--- config.mk ---
export PLATFORM = sky130hd
export DESIGN_NAME = cmdblk_mailbox
export DESIGN_NICKNAME = d
export VERILOG_FILES = /design/src/rtl/cmdblk_mailbox.sv
export SDC_FILE = /design/constraint.sdc
export NUM_CORES = 1
export LEC_CHECK = 0
export BUFFER_PORTS_ARGS = -buffer_cell sky130_fd_sc_hd__buf_2
export CORE_UTILIZATION = 55
export CTS_BUF_LIST = sky130_fd_sc_hd__clkbuf_4 sky130_fd_sc_hd__clkbuf_8 sky130_fd_sc_hd__clkbuf_16
export CTS_CLUSTER_DIAMETER = 150
export DETAILED_ROUTE_END_ITERATION = 10
export GPL_TIMING_DRIVEN = 0
export PLACE_DENSITY = 0.72
export RECOVER_POWER = 25
export SLEW_MARGIN = 25
export SYNTH_ARGS = -nofsm -noshare
export SYNTH_HDL_FRONTEND = slang
export SYNTH_SLANG_ARGS = --single-unit
--- constraint.sdc ---
create_clock -name clk -period 6.9 [get_ports clk]
set_clock_uncertainty 0.1 [all_clocks]
set_input_delay 1.035 -clock clk [delete_from_list [all_inputs] [get_ports clk]]
set_output_delay 1.035 -clock clk [all_outputs]
set_load 0.005 [all_outputs]
--- src/rtl/cmdblk_mailbox.sv ---
module cmdblk_mailbox #(
  parameter int QDEPTH    = 31,
  parameter int BUSY_HOLD = 8
) (
  input  logic        clk,
  input  logic        rst_n,
  input  logic        hst_wr,
  input  logic [3:0]  hst_addr,
  input  logic [7:0]  hst_wdata,
  output logic [7:0]  hst_rdata,
  output logic        add_valid,
  output logic [31:0] add_addr,
  output logic [7:0]  add_mod,
  input  logic        add_take,
  input  logic        done_valid,
  input  logic [31:0] done_addr,
  output logic        done_ready,
  input  logic        ctl_busy,
  input  logic        fatal_valid,
  input  logic [7:0]  fatal_code
);
  localparam int PW = (QDEPTH > 1) ? $clog2(QDEPTH) : 1;
  localparam int CW = $clog2(QDEPTH + 1);
  localparam int HW = (BUSY_HOLD > 1) ? $clog2(BUSY_HOLD + 1) : 1;

  logic [31:0] ptr_q;
  logic [7:0]  mod_q, err_q;
  logic        add_pend, rem_pend, fatal_q, srst_q, maint_q, sem_q;
  logic [HW-1:0] hold_q;
  logic [31:0] q_mem [QDEPTH];
  logic [PW-1:0] wp, rp;
  logic [CW-1:0] cnt;

  wire wr_csr = hst_wr && (hst_addr == 4'd11);
  wire clr    = srst_q || (wr_csr && hst_wdata[3]);
  wire push   = done_valid && done_ready;
  wire pop    = (cnt != '0) && !rem_pend && !add_pend && !srst_q && !hst_wr;
  wire busy   = ctl_busy || srst_q || (hold_q != '0);

  assign done_ready = !srst_q && (cnt != CW'(QDEPTH));
  assign add_valid  = add_pend;
  assign add_addr   = ptr_q;
  assign add_mod    = mod_q;

  always_ff @(posedge clk or negedge rst_n) begin
    if (!rst_n) begin
      ptr_q <= '0;
      mod_q <= '0;
    end else if (pop) begin
      ptr_q <= q_mem[rp];
    end else if (hst_wr && !add_pend) begin
      case (hst_addr)
        4'd1: ptr_q[7:0]   <= hst_wdata;
        4'd3: ptr_q[15:8]  <= hst_wdata;
        4'd5: ptr_q[23:16] <= hst_wdata;
        4'd7: ptr_q[31:24] <= hst_wdata;
        4'd9: mod_q        <= hst_wdata;
        default: ;
      endcase
    end
  end

  always_ff @(posedge clk or negedge rst_n) begin
    if (!rst_n) begin
      srst_q  <= 1'b0;
      maint_q <= 1'b0;
      sem_q   <= 1'b0;
    end else if (wr_csr) begin
      srst_q  <= hst_wdata[3];
      maint_q <= hst_wdata[5];
      sem_q   <= hst_wdata[0];
    end
  end

  always_ff @(posedge clk or negedge rst_n) begin
    if (!rst_n) begin
      add_pend <= 1'b0;
      rem_pend <= 1'b0;
      fatal_q  <= 1'b0;
      err_q    <= '0;
    end else if (clr) begin
      add_pend <= 1'b0;
      rem_pend <= 1'b0;
      fatal_q  <= 1'b0;
      err_q    <= '0;
    end else begin
      if (add_pend && add_take)         add_pend <= 1'b0;
      else if (wr_csr && hst_wdata[2])  add_pend <= 1'b1;
      if (pop)                          rem_pend <= 1'b1;
      else if (wr_csr && hst_wdata[1])  rem_pend <= 1'b0;
      if (fatal_valid) begin
        fatal_q <= 1'b1;
        err_q   <= fatal_code;
      end
    end
  end

  always_ff @(posedge clk or negedge rst_n) begin
    if (!rst_n)              hold_q <= '0;
    else if (srst_q)         hold_q <= HW'(BUSY_HOLD);
    else if (hold_q != '0)   hold_q <= hold_q - 1'b1;
  end

  always_ff @(posedge clk) begin
    if (push) q_mem[wp] <= done_addr;
  end

  always_ff @(posedge clk or negedge rst_n) begin
    if (!rst_n) begin
      wp  <= '0;
      rp  <= '0;
      cnt <= '0;
    end else if (clr) begin
      wp  <= '0;
      rp  <= '0;
      cnt <= '0;
    end else begin
      if (push) wp <= (wp == PW'(QDEPTH - 1)) ? '0 : wp + 1'b1;
      if (pop)  rp <= (rp == PW'(QDEPTH - 1)) ? '0 : rp + 1'b1;
      case ({push, pop})
        2'b10:   cnt <= cnt + 1'b1;
        2'b01:   cnt <= cnt - 1'b1;
        default: ;
      endcase
    end
  end

  always_comb begin
    case (hst_addr)
      4'd1:    hst_rdata = ptr_q[7:0];
      4'd3:    hst_rdata = ptr_q[15:8];
      4'd5:    hst_rdata = ptr_q[23:16];
      4'd7:    hst_rdata = ptr_q[31:24];
      4'd9:    hst_rdata = mod_q;
      4'd11:   hst_rdata = {busy, fatal_q, maint_q, 1'b0, srst_q, add_pend, rem_pend, sem_q};
      4'd13:   hst_rdata = err_q;
      default: hst_rdata = 8'h00;
    endcase
  end


  add_hold_chk: assert property (@(posedge clk) disable iff (!rst_n)
    add_pend && !add_take && !clr |=> add_pend);


  post_stable_chk: assert property (@(posedge clk) disable iff (!rst_n)
    rem_pend && !hst_wr |=> $stable(ptr_q));


  post_gate_chk: assert property (@(posedge clk) disable iff (!rst_n)
    $rose(rem_pend) |-> $past(!add_pend));


  q_fill_chk: assert property (@(posedge clk) disable iff (!rst_n)
    push && !clr |=> cnt != '0 || rem_pend);


  fatal_sticky_chk: assert property (@(posedge clk) disable iff (!rst_n)
    fatal_q && !clr |=> fatal_q);


  busy_hold_chk: assert property (@(posedge clk) disable iff (!rst_n)
    $fell(srst_q) |-> (busy || BUSY_HOLD == 0));
endmodule

==> results of run 1 <==
==> flip-flops by register name, indices dropped and copies added (netlist names), 4 cells and up <==
register,flops
hold_q,4
add_addr,32
cnt,5
add_mod,8
err_q,8
rp,5
wp,5
q_mem,992
==> synthesized netlist by cell type, types with 6 or more instances <==
master,number
a21oi_1,35
nand2_1,67
nand3_1,19
buf_1,6
dfrtp_1,73
edfxtp_1,992
nand2b_1,6
mux4_2,237
inv_1,12
o211ai_1,15
buf_4,14
o311a_1,10
a22o_1,21
a311oi_1,6
a22oi_1,28
a221oi_1,20
nand3b_1,7
ha_1,9
nor2_1,74
nor3_1,17
buf_6,15
mux2_2,61
buf_2,27
mux2i_1,74
o21ai_0,31
or3_1,6
a221o_1,11
clkbuf_1,55
==> logic make-up (layout without fill, tap and decap cells) <==
kind of cell | after synthesis | in the layout
buffers and inverters | 129 | 481
other | 0 | 2
AO/OA/AOI/OAI | 216 | 216
XOR/XNOR | 4 | 4
flip-flops | 1065 | 1065
multiplexers | 373 | 373
AND/OR/NAND/NOR | 225 | 225
adder cells (fa/ha/maj) | 9 | 9
==> worst max-delay path: cells and delay by family <==
kind | cells | cell delay, ps
buffers and inverters | 3 | 1070
and+or+nand+nor | 2 | 1040
AOI/OAI and AO/OA | 1 | 320
==> layer usage <==
metal	wire, um	GRT usage (%)	vias to the layer above
li1	-	-	8991
met1	42500	41.7	11900
met2	53700	46.2	1750
met3	13800	6.98	315
met4	5590	14.2	0
met5	0	0	-
==> area by class of cell <==
| class | instances | area [um2] | area share [%] |
|---|---|---|---|
| antenna | 2 | 5.00 | 0.0103 |
| buffer | 117 | 641 | 1.32 |
| clock buffer | 132 | 2850 | 5.85 |
| clock inverter | 63 | 652 | 1.34 |
| inverter | 12 | 45.0 | 0.0925 |
| multi-input combinational | 827 | 9810 | 20.1 |
| sequential | 1065 | 31600 | 64.9 |
| tap | 969 | 1210 | 2.49 |
| timing repair buffer | 157 | 1870 | 3.84 |
==> metrics by stage <==
step | total power, mW | area (um2) | hold WS (ps) | setup slack, ps
final | 17.5 | 48700 | 410 | 2290
after global routing | 17.9 | 48700 | 437 | 2240
after CTS | 17.5 | 48700 | 218 | 2500
after detailed placement | 11.7 | 45200 | 394 | 2500
after global placement | 11.6 | 43600 | 389 | 733
after floorplan | 10.2 | 41900 | 367 | 3200
==> worst max-delay path by stage <==
stage | slack, ps | cells past startpoint | end | from
finish | 2290 | 6 | hst_rdata[3] | hst_addr[2]
detailed placement | 2500 | 6 | hst_rdata[4] | hst_addr[2]
CTS | 2500 | 6 | hst_rdata[4] | hst_addr[2]
global route | 2240 | 6 | hst_rdata[1] | hst_addr[2]
floorplan | 3200 | 4 | q_mem[14][0] | done_valid
global placement | 730 | 5 | q_mem[4][6] | done_valid
==> where the power goes <==
group / total (mW) / internal, mW / switching [mW] / leakage, nW
logic: 4.11 / 1.84 / 2.27 / 4.05
clock network: 5.78 / 3.35 / 2.44 / 1.75
registers: 7.60 / 7.33 / 0.265 / 9.83
==> run metrics, run 1 <==
Worst-Skew Late Latency between 600 and 700 ps; Final Hold Viols 0; Top cell by count, worst path clkbuf_1; endpoint class of the critical path output port; Syn Std Cell Area 0.0419 mm2; H-tree levels 3; xor/xnor share of the synthesized area less than 1%; Post-synth EDFFs 992; Area growth syn-to-layout 16.3%; crit path DAT 3480 ps; Global Route Usage Sum about 30%; setup_tns 0 ps; final setup fails 0; Reg-to-Reg Start rp[1]; number of synthesized register bits 1065; width of the die between 200 and 300 um; top cell type's share of synthesized area 71.1%; R2R depth 8; hold path depth 1; RSZ-0062 raised after global routing false; Setup CP Type in -> out; most common cell after layout, fill and taps aside edfxtp_1; worst slew pin tran between 2000 and 2500 ps; Post-Route WL 116000 um; DR pass1 iterations 6; average size of a mapped cell approximately 21 um2; Crit Path Max Fanout 10; global-route wire length before repair 164000 um; CORE AREA 0.0749 mm2; Post-Place Cells 3147; post-CTS setup buffers 0; clk slew on worst S/H paths about 60 ps; CTS root buffer clkbuf_16; Synth Area in Simple Gates 2.53%; Achievable Freq 217 MHz; Port Buffers 102; vias in the first global route 22900; DR iter-0 viols 3595; top post-synthesis cells by area edfxtp_1, mux4_2, dfrtp_1; io pins 109; failing checks max-capacitance violations, max-slew violations; largest area contributor in the netlist edfxtp_1; async set-reset flop share out of synthesis 6.85%; DRC 0; most frequent cells in the layout edfxtp_1, mux4_2, buf_2; Slew HR -46.2%; Initial Util approximately 56%; Crit path largest cell delay 840 ps; register area share after synthesis 75.5%; largest net degree at the start of global routing 39; worst hold start sem_q; fin crit share 66.8%; worst reg2reg setup slack 3240 ps; Primary FF master, synth edfxtp_1; Layout Utilization 65.0%; die height 278 um; Pwr Density 359 mW/mm2; Post-DRT Antenna Nets 0; CTS Buffer Depth 3; hold_buf cts 0; post-synthesis mux area share 16.2%; FF-to-FF End add_addr[5]; crit path cell chain clkbuf_1 > clkbuf_1 > nor3b_1 > a22oi_1 > nand3_1 > buf_2; number of distinct library cells after synthesis 62; number of buffers created by CTS 104; cts repair resizes 0; Vias/cell 6.88; layout net count between 2000 and 2500; Synth Area in Compound Gates 3.80%; detailed-route wire length per cell ~35 um; Syn. warnings 0; Crit path required time roughly 5800 ps; max-slew violation count 76; total grt overflow 0; Max VDD drop ~0.00022 V; layout cells sized above 1 a little under a third; Hold WC Path Type reg -> reg; outcome finished with violations; initial antenna violation count 1; site row count 100; FILL cells approximately 4800; largest family of logic cells by synthesized area multiplexers; Max Cap Viol 2; Detailed Place HPWL 76200 um; TritonCTS clock tree yes; post-route insts no fill 3344; Cells after Synth 2021; Worst Setup Start Kind input pin; CP max-delay cell nor3b_1; Hold Path Sink sem_q; Syn Nets 2089; Adder-Cell Fraction of Synth Area 0.269%; min Tclk post-route roughly 4600 ps; Routability Congestion 0.965; Die Footprint approximately 0.077 mm2; Vias 23000; CTS Sinks 1065; Leak 15.6 nW
No activity file was read; power rests on OpenSTA's default activity.
==> inputs of run 2 (changes only) <==
==> constraint.sdc (replaced) <==
create_clock -name clk -period 4.58 [get_ports clk]
set_clock_uncertainty 0.1 [all_clocks]
set_input_delay 0.687 -clock clk [delete_from_list [all_inputs] [get_ports clk]]
set_output_delay 0.687 -clock clk [all_outputs]
set_load 0.005 [all_outputs]
==> run 2 against run 1 <==
Against the previous run: the run still ends with max-capacitance violations, max-slew violations left; first-iteration DRC count fell by 1.4%; clock power rose by 51%; cell area about the same; power grew 51%; sequential power grew 50%; setup slack got worse by 1600 ps; non-clock buffer count increased by 1; largest power group unchanged.
==> run metrics, run 2 (same netlist as run 1, synthesis figures left out) <==
FF-to-FF End add_addr[11]; min Tclk post-route 3910 ps; CTS root buffer clkbuf_16; Global Route Usage Sum 30.3% (about the same); post-route insts no fill 3345 (+0.030%); TritonCTS clock tree yes; Slew HR -3.48% (+43 points); Initial Util 55.9% (unchanged); FILL cells 4768 (unchanged); most common cell after layout, fill and taps aside edfxtp_1; Worst Setup Start Kind input pin; endpoint class of the critical path output port; Hold Path Sink err_q[4]; Port Buffers 102 (unchanged); cts repair resizes 0 (unchanged); Final Hold Viols 0 (unchanged); DR iter-0 viols 3545 (-1.4%); most frequent cells in the layout edfxtp_1, mux4_2, clkbuf_16; die height 278 um (unchanged); Worst-Skew Late Latency 690 ps (about the same); layout net count 2353 (+0.043%); Largest Register q_mem; worst slack, placed 879 ps (-1620 ps); hold_buf cts 1 (+1); Crit Path Max Fanout 10 (unchanged); Area growth syn-to-layout 16.3% (about the same); detailed-route wire length per cell 34.5 um (about the same); Leak 15.6 nW (about the same); CTS Sinks 1065 (unchanged); Reg-to-Reg Start rp[1]; failing checks max-capacitance violations, max-slew violations; worst slew pin tran 1550 ps (-641 ps); fin crit share 85.4%; global-route wire length before repair 164000 um (about the same); total grt overflow 0 (unchanged); RSZ-0062 raised after global routing false; CTS Buffer Depth 3 (unchanged); Vias/cell 6.90 (+0.26%); Post-Place Cells 3147 (unchanged); worst hold start fatal_code[4]; Finished Cell Area 0.0487 mm2 (about the same); initial antenna violation count 1 (unchanged); final setup fails 0 (unchanged); Die Footprint 0.0772 mm2 (unchanged); largest net degree at the start of global routing 39 (unchanged); Vias 23100 (+0.29%); hold path depth 3 (+2); site row count 100 (unchanged); Max VDD drop 0.000331 V (+51%); Post-DRT Antenna Nets 0 (unchanged); crit path DAT 3120 ps (-360 ps); clk slew on worst S/H paths 60 ps (about the same); cell area after placement 0.0452 mm2 (unchanged); post-CTS setup buffers 0 (unchanged); Post-Route WL 115000 um (about the same); Hold WC Path Type in -> reg; Pwr Density 541 mW/mm2 (+51%); R2R depth 7 (-1); worst reg2reg setup slack 900 ps (-2340 ps); DRC 0 (unchanged); Setup WS post-layout 669 ps (-1620 ps); width of the die 278 um (unchanged); max FFs per register 992 (unchanged); Detailed Place HPWL 76200 um (unchanged); Achievable Freq 256 MHz; setup_tns 0 ps (unchanged); CORE AREA 0.0749 mm2 (unchanged); outcome finished with violations; layout cells sized above 1 29.9% (-0.18 points); Setup CP Type in -> out; io pins 109 (unchanged); Crit path required time 3790 ps (-1970 ps); H-tree levels 3 (unchanged); Routability Congestion 0.965 (unchanged); number of buffers created by CTS 104 (unchanged); max-slew violation count 32 (-58%); DR pass1 iterations 6 (unchanged); vias in the first global route 22900 (+0.026%); Max Cap Viol 2 (unchanged)
## run 2: layout make-up
cell class / count / area (um2) / area share (%)
Sequential cell: 1065 / 31600 / 64.9
Clock inverter: 63 / 652 / 1.34
Timing Repair Buffer: 158 / 1890 / 3.89
Antenna cell: 2 / 5.00 / 0.0103
Multi-Input combinational cell: 827 / 9810 / 20.1
Tap cell: 969 / 1210 / 2.49
Inverter: 12 / 45.0 / 0.0925
Clock buffer: 132 / 2850 / 5.85
Buffer: 117 / 641 / 1.31
## run 2: layer usage
| metal | vias up | global-route usage, % | share of wire [%] |
|---|---|---|---|
| li1 | 8990 | - | - |
| met5 | - | 0 | 0 |
| met3 | 328 | 6.98 | 12 |
| met1 | 12000 | 41.7 | 37 |
| met2 | 1737 | 46.3 | 46 |
| met4 | 0 | 14.2 | 4.9 |
## run 2: worst max path at each step
stage | slack (ps) | from | end
floorplan | 1220 | done_valid | q_mem[14][0]
global placement | -1240 | done_valid | q_mem[4][6]
detailed placement | 880 | hst_addr[2] | hst_rdata[4]
CTS | 880 | hst_addr[2] | hst_rdata[4]
global route | 620 | hst_addr[2] | hst_rdata[1]
finish | 670 | hst_addr[2] | hst_rdata[3]
## run 2: stage by stage
| stage | hold slack [ps] | total power, mW | util (%) |
|---|---|---|---|
| 2_1_floorplan | 291 | 15.4 | - |
| 3_3_place_gp | 389 | 17.4 | 58.2 |
| 3_5_place_dp | 394 | 17.7 | 60.4 |
| 4_1_cts | 149 | 26.3 | 65.0 |
| 5_1_grt | 181 | 27.0 | 65.0 |
| 6_report | 163 | 26.3 | 65.0 |
## run 2: critical path: stages
cell	delay, ps
clkbuf_1	410
clkbuf_1	520
nor3b_1	840
a22oi_1	330
nand3_1	210
buf_2	130
## run 2: power breakdown
group / switching (mW) / leakage (nW) / internal [mW]
logic: 3.41 / 4.05 / 2.77
registers: 0.399 / 9.83 / 11.0
clock network: 3.66 / 1.75 / 5.04
